**config.mk**
```make
export PLATFORM = sky130hd
export DESIGN_NAME = h264_xform
export DESIGN_NICKNAME = d
export VERILOG_FILES = /design/src/rtl/xf_pkg.sv /design/src/rtl/xf_lift_step.sv /design/src/rtl/xf_unlift_step.sv /design/src/rtl/xf_fwd_path.sv /design/src/rtl/xf_inv_path.sv /design/src/rtl/h264_xform.sv
export SDC_FILE = /design/constraint.sdc
export NUM_CORES = 1
export LEC_CHECK = 0
export BUFFER_PORTS_ARGS = -buffer_cell sky130_fd_sc_hd__buf_2
export CELL_PAD_IN_SITES_DETAIL_PLACEMENT = 1
export CELL_PAD_IN_SITES_GLOBAL_PLACEMENT = 1
export CORE_UTILIZATION = 48
export CTS_BUF_LIST = sky130_fd_sc_hd__clkbuf_8
export DETAILED_ROUTE_END_ITERATION = 10
export PLACE_DENSITY = 0.95
export SYNTH_ARGS = -nofsm -noshare
export SYNTH_HDL_FRONTEND = slang
export SYNTH_SLANG_ARGS = --single-unit
```
**constraint.sdc**
```tcl
create_clock -name clk -period 4.2 [get_ports clk]
set_clock_uncertainty 0.05 [all_clocks]
set_input_delay 0.42 -clock clk [delete_from_list [all_inputs] [get_ports clk]]
set_output_delay 0.42 -clock clk [all_outputs]
set_load 0.05 [all_outputs]
```
**src/rtl/xf_pkg.sv**
```systemverilog
package xf_pkg;

  typedef enum logic {
    XF_FWD = 1'b0,
    XF_INV = 1'b1
  } xf_dir_e;

endpackage

```
**src/rtl/xf_lift_step.sv**
```systemverilog
// One add/double/subtract step: the updated operand becomes the pair sum,
// the kept operand is doubled and the sum removed, leaving keep - upd.
module xf_lift_step #(
  parameter int W = 3
) (
  input  logic [W-1:0] keep_i,
  input  logic [W-1:0] upd_i,
  output logic [W:0]   sum_o,
  output logic [W:0]   diff_o
);

  always_comb begin
    sum_o  = {1'b0, keep_i} + {1'b0, upd_i};
    diff_o = {keep_i, 1'b0} - sum_o;
  end

endmodule

```
**src/rtl/xf_unlift_step.sv**
```systemverilog
// Undoes xf_lift_step: sum + diff = 2*keep, upd = sum - keep.
module xf_unlift_step #(
  parameter int W = 3
) (
  input  logic [W:0]   sum_i,
  input  logic [W:0]   diff_i,
  output logic [W-1:0] keep_o,
  output logic [W-1:0] upd_o
);

  logic [W+1:0] twice;
  logic         unused_bits;

  always_comb begin
    twice  = {1'b0, sum_i} + {diff_i[W], diff_i};
    keep_o = twice[W:1];
    upd_o  = sum_i[W-1:0] - keep_o;
  end

  assign unused_bits = ^{twice[W+1], twice[0], sum_i[W]};

endmodule

```
**src/rtl/xf_fwd_path.sv**
```systemverilog
// Forward direction: three registered stages, each advancing on its enable.
module xf_fwd_path #(
  parameter int IN_W = 3,
  localparam int W1 = IN_W + 1,
  localparam int W2 = IN_W + 2,
  localparam int OUT_W = IN_W + 3
) (
  input  logic             clk,
  input  logic             rst,
  input  logic [2:0]       en_i,
  input  logic [IN_W-1:0]  a_i,
  input  logic [IN_W-1:0]  b_i,
  input  logic [IN_W-1:0]  c_i,
  input  logic [IN_W-1:0]  d_i,
  output logic [OUT_W-1:0] p_o,
  output logic [OUT_W-1:0] q_o,
  output logic [OUT_W-1:0] r_o,
  output logic [OUT_W-1:0] s_o,
  output logic [OUT_W-1:0] g_o
);

  localparam int NPAIR = 2;

  // Stage 1: pair 0 is (A kept, D updated), pair 1 is (B kept, C updated).
  logic [IN_W-1:0] keep1 [NPAIR];
  logic [IN_W-1:0] upd1  [NPAIR];
  logic [W1-1:0]   sum1  [NPAIR];
  logic [W1-1:0]   dif1  [NPAIR];
  logic [W1-1:0]   sum1_q [NPAIR];
  logic [W1-1:0]   dif1_q [NPAIR];

  assign keep1[0] = a_i;
  assign upd1[0]  = d_i;
  assign keep1[1] = b_i;
  assign upd1[1]  = c_i;

  for (genvar k = 0; k < NPAIR; k++) begin : g_pair
    xf_lift_step #(.W(IN_W)) u_lift (
      .keep_i (keep1[k]),
      .upd_i  (upd1[k]),
      .sum_o  (sum1[k]),
      .diff_o (dif1[k])
    );
  end

  always_ff @(posedge clk) begin
    if (rst) begin
      for (int k = 0; k < NPAIR; k++) begin
        sum1_q[k] <= '0;
        dif1_q[k] <= '0;
      end
    end else if (en_i[0]) begin
      for (int k = 0; k < NPAIR; k++) begin
        sum1_q[k] <= sum1[k];
        dif1_q[k] <= dif1[k];
      end
    end
  end

  // Stage 2: same step on the two unsigned pair sums.
  logic [W2-1:0]    sum2, dif2;
  logic [OUT_W-1:0] p2_q, r2_q;
  logic [W1-1:0]    d1_q, d2_q;

  xf_lift_step #(.W(W1)) u_lift2 (
    .keep_i (sum1_q[0]),
    .upd_i  (sum1_q[1]),
    .sum_o  (sum2),
    .diff_o (dif2)
  );

  always_ff @(posedge clk) begin
    if (rst) begin
      p2_q <= '0;
      r2_q <= '0;
      d1_q <= '0;
      d2_q <= '0;
    end else if (en_i[1]) begin
      p2_q <= {{(OUT_W-W2){1'b0}}, sum2};
      r2_q <= {{(OUT_W-W2){dif2[W2-1]}}, dif2};
      d1_q <= dif1_q[0];
      d2_q <= dif1_q[1];
    end
  end

  // Stage 3: combine the two pair differences.
  logic [OUT_W-1:0] e1, e2, e2x2, q3, s3;
  logic             unused_bits;

  always_comb begin
    e1   = {{(OUT_W-W1){d1_q[W1-1]}}, d1_q};
    e2   = {{(OUT_W-W1){d2_q[W1-1]}}, d2_q};
    e2x2 = {e2[OUT_W-2:0], 1'b0};
    q3   = {e1[OUT_W-2:0], 1'b0} + e2;
    s3   = e1 - e2x2;
  end

  assign unused_bits = ^{e1[OUT_W-1], e2[OUT_W-1]};

  always_ff @(posedge clk) begin
    if (rst) begin
      p_o <= '0;
      q_o <= '0;
      r_o <= '0;
      s_o <= '0;
      g_o <= '0;
    end else if (en_i[2]) begin
      p_o <= p2_q;
      q_o <= q3;
      r_o <= r2_q;
      s_o <= s3;
      g_o <= e2x2;
    end
  end

endmodule

```
**src/rtl/xf_inv_path.sv**
```systemverilog
// Inverse direction: undoes stage 3, then stage 2, then stage 1.
module xf_inv_path #(
  parameter int IN_W = 3,
  localparam int W1 = IN_W + 1,
  localparam int W2 = IN_W + 2,
  localparam int OUT_W = IN_W + 3
) (
  input  logic             clk,
  input  logic             rst,
  input  logic [2:0]       en_i,
  input  logic [OUT_W-1:0] p_i,
  input  logic [OUT_W-1:0] r_i,
  input  logic [OUT_W-1:0] s_i,
  input  logic [OUT_W-1:0] g_i,
  output logic [IN_W-1:0]  a_o,
  output logic [IN_W-1:0]  b_o,
  output logic [IN_W-1:0]  c_o,
  output logic [IN_W-1:0]  d_o
);

  localparam int NPAIR = 2;

  // Undo stage 3: d2 = G/2, d1 = S + G.
  logic [OUT_W-1:0] sg_sum;
  logic [W1-1:0]    d1a_q, d2a_q;
  logic [W2-1:0]    pa_q, ra_q;
  logic             unused_bits;

  assign sg_sum = s_i + g_i;
  assign unused_bits = ^{p_i[OUT_W-1:W2], r_i[OUT_W-1:W2], g_i[OUT_W-1:W1+1],
                         g_i[0], sg_sum[OUT_W-1:W1]};

  always_ff @(posedge clk) begin
    if (rst) begin
      d1a_q <= '0;
      d2a_q <= '0;
      pa_q  <= '0;
      ra_q  <= '0;
    end else if (en_i[0]) begin
      d1a_q <= sg_sum[W1-1:0];
      d2a_q <= g_i[W1:1];
      pa_q  <= p_i[W2-1:0];
      ra_q  <= r_i[W2-1:0];
    end
  end

  // Undo stage 2: recover the two pair sums from P and R.
  logic [W1-1:0] s1, s2;
  logic [W1-1:0] s1b_q, s2b_q, d1b_q, d2b_q;

  xf_unlift_step #(.W(W1)) u_unlift2 (
    .sum_i  (pa_q),
    .diff_i (ra_q),
    .keep_o (s1),
    .upd_o  (s2)
  );

  always_ff @(posedge clk) begin
    if (rst) begin
      s1b_q <= '0;
      s2b_q <= '0;
      d1b_q <= '0;
      d2b_q <= '0;
    end else if (en_i[1]) begin
      s1b_q <= s1;
      s2b_q <= s2;
      d1b_q <= d1a_q;
      d2b_q <= d2a_q;
    end
  end

  // Undo stage 1 on both pairs.
  logic [W1-1:0]   psum [NPAIR];
  logic [W1-1:0]   pdif [NPAIR];
  logic [IN_W-1:0] pkeep [NPAIR];
  logic [IN_W-1:0] pupd  [NPAIR];

  assign psum[0] = s1b_q;
  assign pdif[0] = d1b_q;
  assign psum[1] = s2b_q;
  assign pdif[1] = d2b_q;

  for (genvar k = 0; k < NPAIR; k++) begin : g_pair
    xf_unlift_step #(.W(IN_W)) u_unlift (
      .sum_i  (psum[k]),
      .diff_i (pdif[k]),
      .keep_o (pkeep[k]),
      .upd_o  (pupd[k])
    );
  end

  always_ff @(posedge clk) begin
    if (rst) begin
      a_o <= '0;
      b_o <= '0;
      c_o <= '0;
      d_o <= '0;
    end else if (en_i[2]) begin
      a_o <= pkeep[0];
      d_o <= pupd[0];
      b_o <= pkeep[1];
      c_o <= pupd[1];
    end
  end

endmodule

```
**src/rtl/h264_xform.sv**
```systemverilog
module h264_xform
  import xf_pkg::*;
#(
  parameter int IN_W = 3,
  localparam int OUT_W = IN_W + 3
) (
  input  logic             clk,
  input  logic             rst,
  input  logic             in_valid,
  input  logic             in_inv,
  input  logic [IN_W-1:0]  in_a,
  input  logic [IN_W-1:0]  in_b,
  input  logic [IN_W-1:0]  in_c,
  input  logic [IN_W-1:0]  in_d,
  input  logic [OUT_W-1:0] in_p,
  input  logic [OUT_W-1:0] in_r,
  input  logic [OUT_W-1:0] in_s,
  input  logic [OUT_W-1:0] in_g,
  output logic             out_valid,
  output logic             out_inv,
  output logic [OUT_W-1:0] out_p,
  output logic [OUT_W-1:0] out_q,
  output logic [OUT_W-1:0] out_r,
  output logic [OUT_W-1:0] out_s,
  output logic [OUT_W-1:0] out_g,
  output logic [IN_W-1:0]  out_a,
  output logic [IN_W-1:0]  out_b,
  output logic [IN_W-1:0]  out_c,
  output logic [IN_W-1:0]  out_d
);

  localparam int DEPTH = 3;

  xf_dir_e          in_dir;
  logic [DEPTH:1]   vld_q;
  xf_dir_e          dir_q [DEPTH+1];
  logic [DEPTH-1:0] fwd_en, inv_en;

  assign in_dir   = xf_dir_e'(in_inv);
  assign dir_q[0] = in_dir;

  always_ff @(posedge clk) begin
    if (rst) begin
      vld_q <= '0;
    end else begin
      vld_q <= {vld_q[DEPTH-1:1], in_valid};
    end
  end

  for (genvar k = 1; k <= DEPTH; k++) begin : g_dir
    always_ff @(posedge clk) begin
      if (rst) dir_q[k] <= XF_FWD;
      else     dir_q[k] <= dir_q[k-1];
    end
  end

  always_comb begin
    fwd_en[0] = in_valid && (in_dir == XF_FWD);
    inv_en[0] = in_valid && (in_dir == XF_INV);
    for (int k = 1; k < DEPTH; k++) begin
      fwd_en[k] = vld_q[k] && (dir_q[k] == XF_FWD);
      inv_en[k] = vld_q[k] && (dir_q[k] == XF_INV);
    end
  end

  assign out_valid = vld_q[DEPTH];
  assign out_inv   = (dir_q[DEPTH] == XF_INV);

  xf_fwd_path #(.IN_W(IN_W)) u_fwd (
    .clk  (clk),
    .rst  (rst),
    .en_i (fwd_en),
    .a_i  (in_a),
    .b_i  (in_b),
    .c_i  (in_c),
    .d_i  (in_d),
    .p_o  (out_p),
    .q_o  (out_q),
    .r_o  (out_r),
    .s_o  (out_s),
    .g_o  (out_g)
  );

  xf_inv_path #(.IN_W(IN_W)) u_inv (
    .clk  (clk),
    .rst  (rst),
    .en_i (inv_en),
    .p_i  (in_p),
    .r_i  (in_r),
    .s_i  (in_s),
    .g_i  (in_g),
    .a_o  (out_a),
    .b_o  (out_b),
    .c_o  (out_c),
    .d_o  (out_d)
  );

endmodule

```
==> results of run 1 <==
how the worst min path moves through the flow:
stage,to,slack [ns],cells past startpoint,startpoint
4_1_cts,u_inv.ra_q[0],0.22,3,in_r[0]
3_3_place_gp,u_inv.c_o[2],0.39,2,u_inv.c_o[2]
6_report,u_inv.ra_q[1],0.23,3,in_r[1]
2_1_floorplan,u_fwd.r_o[3],0.38,2,u_fwd.r2_q[3]
5_1_grt,u_inv.ra_q[1],0.21,3,in_r[1]
3_5_place_dp,u_fwd.s_o[2],0.40,2,u_fwd.s_o[2]
tightest hold or removal path: stages:
cell     delay (ns)
buf_2          0.09
nand2_1        0.04
a21oi_1        0.05
sequential cells by signal, indices dropped and copies added (netlist names), 4 cells and up:
| signal | count |
|---|---|
| u_fwd.s_o | 6 |
| u_inv.s2b_q | 4 |
| u_fwd.sum1_q | 6 |
| u_inv.d1a_q | 4 |
| u_fwd.q_o | 6 |
| u_fwd.d2_q | 4 |
| u_inv.d2a_q | 4 |
| u_fwd.p2_q | 4 |
| u_inv.d2b_q | 4 |
| u_fwd.d1_q | 4 |
| u_inv.s1b_q | 4 |
| u_inv.d1b_q | 4 |
| u_fwd.p_o | 4 |
| u_fwd.r2_q | 5 |
| u_fwd.dif1_q | 8 |
| u_fwd.r_o | 5 |
| u_inv.pa_q | 5 |
| u_inv.ra_q | 5 |
layer usage:
layer / vias up / track usage (%) / part of all wire, %
li1: 2025 / - / -
met1: 1965 / 27.8 / 43
met2: 84 / 43.2 / 52
met3: 22 / 4.60 / 2.8
met4: 0 / 7.84 / 2.1
met5: - / 0 / 0
power groups by stage:
| stage | Clock [W] | Combinational (W) | Sequential [W] |
|---|---|---|---|
| 3_5_place_dp | 0 | 0.000375 | 0.00114 |
| 5_1_grt | 0.000710 | 0.000423 | 0.00112 |
| 4_1_cts | 0.000661 | 0.000385 | 0.00112 |
| 2_1_floorplan | 0 | 0.000264 | 0.00115 |
| 6_report | 0.000649 | 0.000380 | 0.00112 |
| 3_3_place_gp | 0 | 0.000344 | 0.00113 |
kinds of logic after synthesis:
kind of cell / share of synthesized area, %
compound gates: 14.4
fa+ha+maj: 14.2
xor+xnor: 6.86
mux: 0.600
buf+inv: 5.18
other cells: 0.0719
simple gates: 15.0
flops: 43.8
synth_stat cells, types with 6 or more instances:
| cell type | number | area [µm²] |
|---|---|---|
| a211oi_1 | 21 | 158 |
| clkbuf_1 | 15 | 56.3 |
| nor2b_1 | 10 | 62.6 |
| nor2_1 | 39 | 146 |
| xnor2_1 | 27 | 236 |
| inv_1 | 26 | 97.6 |
| ha_1 | 40 | 500 |
| buf_2 | 9 | 45.0 |
| buf_4 | 6 | 45.0 |
| and2_1 | 6 | 37.5 |
| dfxtp_1 | 93 | 1860 |
| xor2_1 | 12 | 105 |
| a21o_1 | 12 | 90.1 |
| a21oi_1 | 74 | 370 |
| nand2_1 | 126 | 473 |
| edfxtp_1 | 14 | 420 |
| fa_1 | 12 | 240 |
metrics by stage:
step	worst slack, ns	hold slack [ns]	area (µm²)
2_1_floorplan	1.71	0.382	5220
3_3_place_gp	1.51	0.390	5620
3_5_place_dp	1.38	0.396	5620
4_1_cts	1.58	0.219	5830
5_1_grt	1.40	0.206	5830
6_report	1.55	0.230	5830
layout make-up:
cell class | instances | area, µm²
Multi-Input combinational cell | 412 | 2670
Sequential cell | 107 | 2280
Inverter | 28 | 105
Clock buffer | 11 | 151
Tap cell | 136 | 170
Timing Repair Buffer | 78 | 395
Clock inverter | 5 | 53.8
Fill cell | 1246 | 4590
==> impl_metrics.json, run 1 <==
{
  "slew_headroom_pct": 22.0,
  "via_per_inst": 5.27,
  "fmax_mhz": 377,
  "clk_pin_slew_ns": 0.10,
  "crit_family": "compound AO/OA/AOI/OAI gates",
  "ys_seq_area_share_pct": 43.8,
  "die_y_um": 106,
  "synth_seq_cells": 107,
  "switching_share_pct": 28.4,
  "netlist_instances": 581,
  "die-area_mm2": 0.0113,
  "drc": 0,
  "start_util_pct": 50.1,
  "async_flop_share_pct": 0,
  "numPlacedInstances": 761,
  "wire_per_inst_um": 16.2,
  "grt_pass1_vias": 4391,
  "utilization_pct": 55.9,
  "ff2ff_path_depth": 10,
  "antenna_found_initial": 0,
  "fin_crit_ns": 2.65,
  "startpoint": "u_inv.pa_q[1]",
  "h-tree-depth": 3,
  "status": "finished clean",
  "dr.first_iter.drc_count": 123,
  "p_seq_share_pct": 52.1,
  "num_vias": 4096,
  "wl_mm": 12.6,
  "synth_cell_types": 36,
  "power_density_mw_per_mm2": 369,
  "setup_viol": 0,
  "grt_util_all_layers_pct": 23.8,
  "rsz0062_at_grt": "false",
  "cp_data_arrival_time_ns": 2.88,
  "cellLeakagePower_nw": 2.47,
  "regToRegSetupSlack_ns": 1.55,
  "crit_type": "reg2reg",
  "clkSinkCount": 107,
  "dp_hpwl_mm": 9.18,
  "rows": 37,
  "p_int_w": 0.00154,
  "post_cts_resized": 0,
  "fin_tns_setup_ns": 0,
  "gp_congestion": 0.751,
  "ir_drop_mv": 0.177,
  "post_cts_buffers": 0,
  "final_cell_mix": "nand2_1 (126), dfxtp_1 (93), buf_2 (76)",
  "clockBufferDepth": 2,
  "die_w_um": 106,
  "finalNonFillerCells": 777,
  "cp_max_fo": 5,
  "cts_buffers": 9,
  "nNetsFinal": 728,
  "reg2reg_to": "u_inv.s2b_q[3]",
  "switchingPower_w": 0.000609,
  "syn-cell-area_mm2": 0.00522,
  "avgSynthCellArea_um2": 8.98,
  "critPathLaunchType": "flip-flop",
  "grt_pass1_wl_mm": 21.1,
  "cts_hold_buffers": 0,
  "slew_viol_final": 0,
  "crit_cells": 10,
  "grt_max_degree": 87,
  "coreArea_mm2": 0.0104,
  "dr.pass1.iters": 4,
  "grt_overflow": 0,
  "critPathCaptureType": "flip-flop",
  "cpPeakStageDelay_ns": 0.49,
  "clkLatencyLatePin_ns": 0.37,
  "ant_nets": 0,
  "required_ns": 4.43,
  "hold_viol": 0,
  "maxCapViolCount": 0,
  "layout_commonest_cell": "nand2_1",
  "endpoint": "u_inv.s2b_q[3]",
  "p_clk_share_pct": 30.2,
  "synth_warnings": 0,
  "diodes": 0,
  "p_comb_share_pct": 17.7,
  "root_buffer": "clkbuf_8",
  "min_period_over_period_pct": 63.1,
  "port-buffer-count": 76,
  "synth-edff-count": 14,
  "cts_tree": "built",
  "crit_slowest_cell": "dfxtp_1",
  "timing.rr.start": "u_inv.pa_q[1]",
  "worst_pin_slew_ns": 1.17,
  "num_io_pins": 84,
  "area_growth_syn_to_layout_pct": 11.7,
  "synth_ff_type": "dfxtp_1",
  "cp.buffers_inverters": 0,
  "hp-class": "in2reg",
  "path_cells": "ha_1 -> a31o_1 -> a21oi_1 -> xor2_1 -> ha_1 -> nor2_1 -> a21oi_1 -> xor2_1 -> xnor2_1 -> a211oi_1",
  "p_total_w": 0.00215,
  "drive_above_1_share_pct": 15.9
}
(Power assumes the default switching activity.)
==> run 2: changes to the inputs <==
ABC_AREA = 1   (was not set)
CORE_UTILIZATION = 44   (was 48)
PLACE_DENSITY = 0.92   (was 0.95)
clock period = 2.7 ns   (was 4.2 ns; I/O delays follow)
==> run 2 against run 1 <==
Against the previous run: die area rose by 13%; total power rose by 67%; highest routed layer unchanged; critical endpoint is now u_fwd.r2_q[4]; core utilization down 6.0 points; synthesized area up 3.9%; maximum frequency grew 6.1%; sequential power grew 57%; largest power group unchanged; register-to-register slack lost 1.3 ns.
==> impl_metrics.json, run 2 <==
{
  "synth_fa_ha_area_share_pct": 13.7,
  "regMostFlops": "u_fwd.dif1_q",
  "ff2ff_path_depth": 12,
  "power_density_mw_per_mm2": 598,
  "synth_cell_types": 37,
  "worst_pin_slew_ns": 1.09,
  "crit_cells": 12,
  "netlist_instances": 658,
  "switchingPower_w": 0.00110,
  "grt_max_degree": 78,
  "multiInputGateArea_mm2": 0.00262,
  "cts_hold_buffers": 0,
  "grt_pass1_vias": 4698,
  "grt_overflow": 0,
  "yosysTopAreaCell": "dfxtp_1",
  "crit_slowest_cell": "fa_1",
  "yosys-top-cells-area": "dfxtp_1 (34%), ha_1 (9.2%), edfxtp_1 (7.8%)",
  "timing.rr.start": "u_fwd.dif1_q[0][0]",
  "die_w_um": 113,
  "cts_tree": "built",
  "synth_top_area_share_pct": 34.4,
  "final_cell_mix": "nor2_1 (107), dfxtp_1 (93), buf_2 (76)",
  "synth_ff_type": "dfxtp_1",
  "num_vias": 4510,
  "synth_seq_cells": 107,
  "required_ns": 2.93,
  "ant_nets": 0,
  "setup_viol": 0,
  "reg2reg_to": "u_fwd.r2_q[4]",
  "cellLeakagePower_nw": 2.90,
  "layout_commonest_cell": "nor2_1",
  "rsz0062_at_grt": "false",
  "p_int_w": 0.00248,
  "switching_share_pct": 30.7,
  "stdcell_area_mm2": 0.00600,
  "post-synth-top-count-cell": "nor2_1",
  "synth-xor-area-share_pct": 3.07,
  "nNetsFinal": 811,
  "clkSinkCount": 107,
  "async_flop_share_pct": 0,
  "cts_buffers": 9,
  "finalHoldWorstSlack_ns": 0.0929,
  "fmax_mhz": 400,
  "grt_util_all_layers_pct": 21.8,
  "largest_reg_flops": 8,
  "ir_drop_mv": 0.209,
  "p_comb_share_pct": 20.9,
  "slew_headroom_pct": 26.8,
  "n_fill_cell": 1545,
  "startpoint": "u_fwd.dif1_q[0][0]",
  "dr.first_iter.drc_count": 109,
  "num_io_pins": 84,
  "regToRegSetupSlack_ns": 0.20,
  "placed_area_mm2": 0.00578,
  "cp_max_fo": 4,
  "post_cts_buffers": 0,
  "root_buffer": "clkbuf_8",
  "fin_tns_setup_ns": 0,
  "wl_mm": 13.2,
  "drive_above_1_share_pct": 15.7,
  "fin_crit_ns": 2.50,
  "utilization_pct": 49.9,
  "synth_compound_area_share_pct": 15.1,
  "port-buffer-count": 76,
  "slew_viol_final": 0,
  "synth-edff-count": 14,
  "crit_family": "adder cells",
  "hold_viol": 0,
  "dp_hpwl_mm": 9.88,
  "area_growth_syn_to_layout_pct": 10.7,
  "critPathLaunchType": "flip-flop",
  "cp.buffers_inverters": 2,
  "post_cts_resized": 0,
  "synth_warnings": 0,
  "wire_per_inst_um": 15.2,
  "rows": 40,
  "syn-cell-area_mm2": 0.00542,
  "drc": 0,
  "maxCapViolCount": 0,
  "synthMuxAreaShare_pct": 0.185,
  "clkLatencyLatePin_ns": 0.38,
  "min_period_over_period_pct": 92.6,
  "critPathCaptureType": "flip-flop",
  "status": "finished clean",
  "start_util_pct": 45.1,
  "avgSynthCellArea_um2": 8.23,
  "p_seq_share_pct": 49.2,
  "diodes": 0,
  "p_clk_share_pct": 29.9,
  "clockBufferDepth": 2,
  "clk_pin_slew_ns": 0.10,
  "synth-simple-area-share_pct": 16.1,
  "dr.pass1.iters": 4,
  "path_cells": "ha_1 -> fa_1 -> xnor2_1 -> ha_1 -> nand2_1 -> inv_1 -> nand3_1 -> nand2_1 -> nand3_1 -> nand3_1 -> nand2_1 -> inv_1",
  "coreArea_mm2": 0.0120,
  "cpPeakStageDelay_ns": 0.46,
  "synth.top_cells.by_count": "nor2_1 (107), dfxtp_1 (93), o21ai_0 (73)",
  "h-tree-depth": 3,
  "seqCellArea_mm2": 0.00228,
  "grt_pass1_wl_mm": 22.1,
  "die_y_um": 113,
  "via_per_inst": 5.18,
  "crit_type": "reg2reg",
  "cp_data_arrival_time_ns": 2.73,
  "die-area_mm2": 0.0128,
  "ys_seq_area_share_pct": 42.1,
  "hp-class": "in2reg",
  "endpoint": "u_fwd.r2_q[4]",
  "synth_top_family_by_area": "simple AND/OR/NAND/NOR gates",
  "antenna_found_initial": 0,
  "gp_congestion": 0.823
}
run 2: final cells by class:
| class | instances | area share, % |
|---|---|---|
| multi-input combinational | 444 | 43.7 |
| sequential | 107 | 38.1 |
| timing repair buffer | 78 | 6.59 |
| inverter | 79 | 5.01 |
| tap | 147 | 3.07 |
| clock buffer | 9 | 2.07 |
| clock inverter | 7 | 1.52 |
run 2: cell families after synthesis:
| kind of cell | Yosys count |
|---|---|
| buf+inv | 108 |
| fa+ha+maj | 52 |
| simple gates | 215 |
| xor+xnor | 19 |
| compound gates | 155 |
| mux | 1 |
| other cells | 1 |
| flops | 107 |
run 2: layer usage:
| metal | up-vias | share of wire [%] | GRT usage, % |
|---|---|---|---|
| met5 | - | 0 | 0 |
| met2 | 93 | 50 | 39.0 |
| li1 | 2247 | - | - |
| met3 | 32 | 3.1 | 3.48 |
| met4 | 0 | 2.6 | 9.12 |
| met1 | 2138 | 45 | 26.0 |
run 2: tightest hold or removal path, stage by stage:
cell and delay (ns):
buf_2 0.08, o21ai_1 0.06, nor2_1 0.08
run 2: how the worst min path moves through the flow:
| stage | slack (ns) | depth (start not counted) | start | end |
|---|---|---|---|---|
| 5_1_grt | 0.10 | 3 | in_p[3] | u_inv.pa_q[3] |
| 6_report | 0.09 | 3 | in_p[3] | u_inv.pa_q[3] |
| 3_3_place_gp | 0.40 | 2 | u_inv.ra_q[4] | u_inv.ra_q[4] |
| 4_1_cts | 0.09 | 3 | in_p[3] | u_inv.pa_q[3] |
| 3_5_place_dp | 0.40 | 2 | vld_q[2] | vld_q[3] |
| 2_1_floorplan | 0.36 | 2 | in_valid | vld_q[1] |
run 2: through the flow:
stage	cells	worst slack [ns]	total power, W
detailed placement	855	0.233	0.00254
global route	871	0.0272	0.00376
CTS	871	0.211	0.00361
floorplan	659	0.535	0.00235
global placement	855	0.370	0.00247
finish	871	0.201	0.00358
run 2: power groups by stage:
stage | combinational [W] | sequential, W | clock [W]
6_report | 0.000749 | 0.00176 | 0.00107
5_1_grt | 0.000842 | 0.00177 | 0.00115
4_1_cts | 0.000754 | 0.00176 | 0.00109
3_5_place_dp | 0.000740 | 0.00180 | 0
3_3_place_gp | 0.000682 | 0.00179 | 0
2_1_floorplan | 0.000498 | 0.00185 | 0
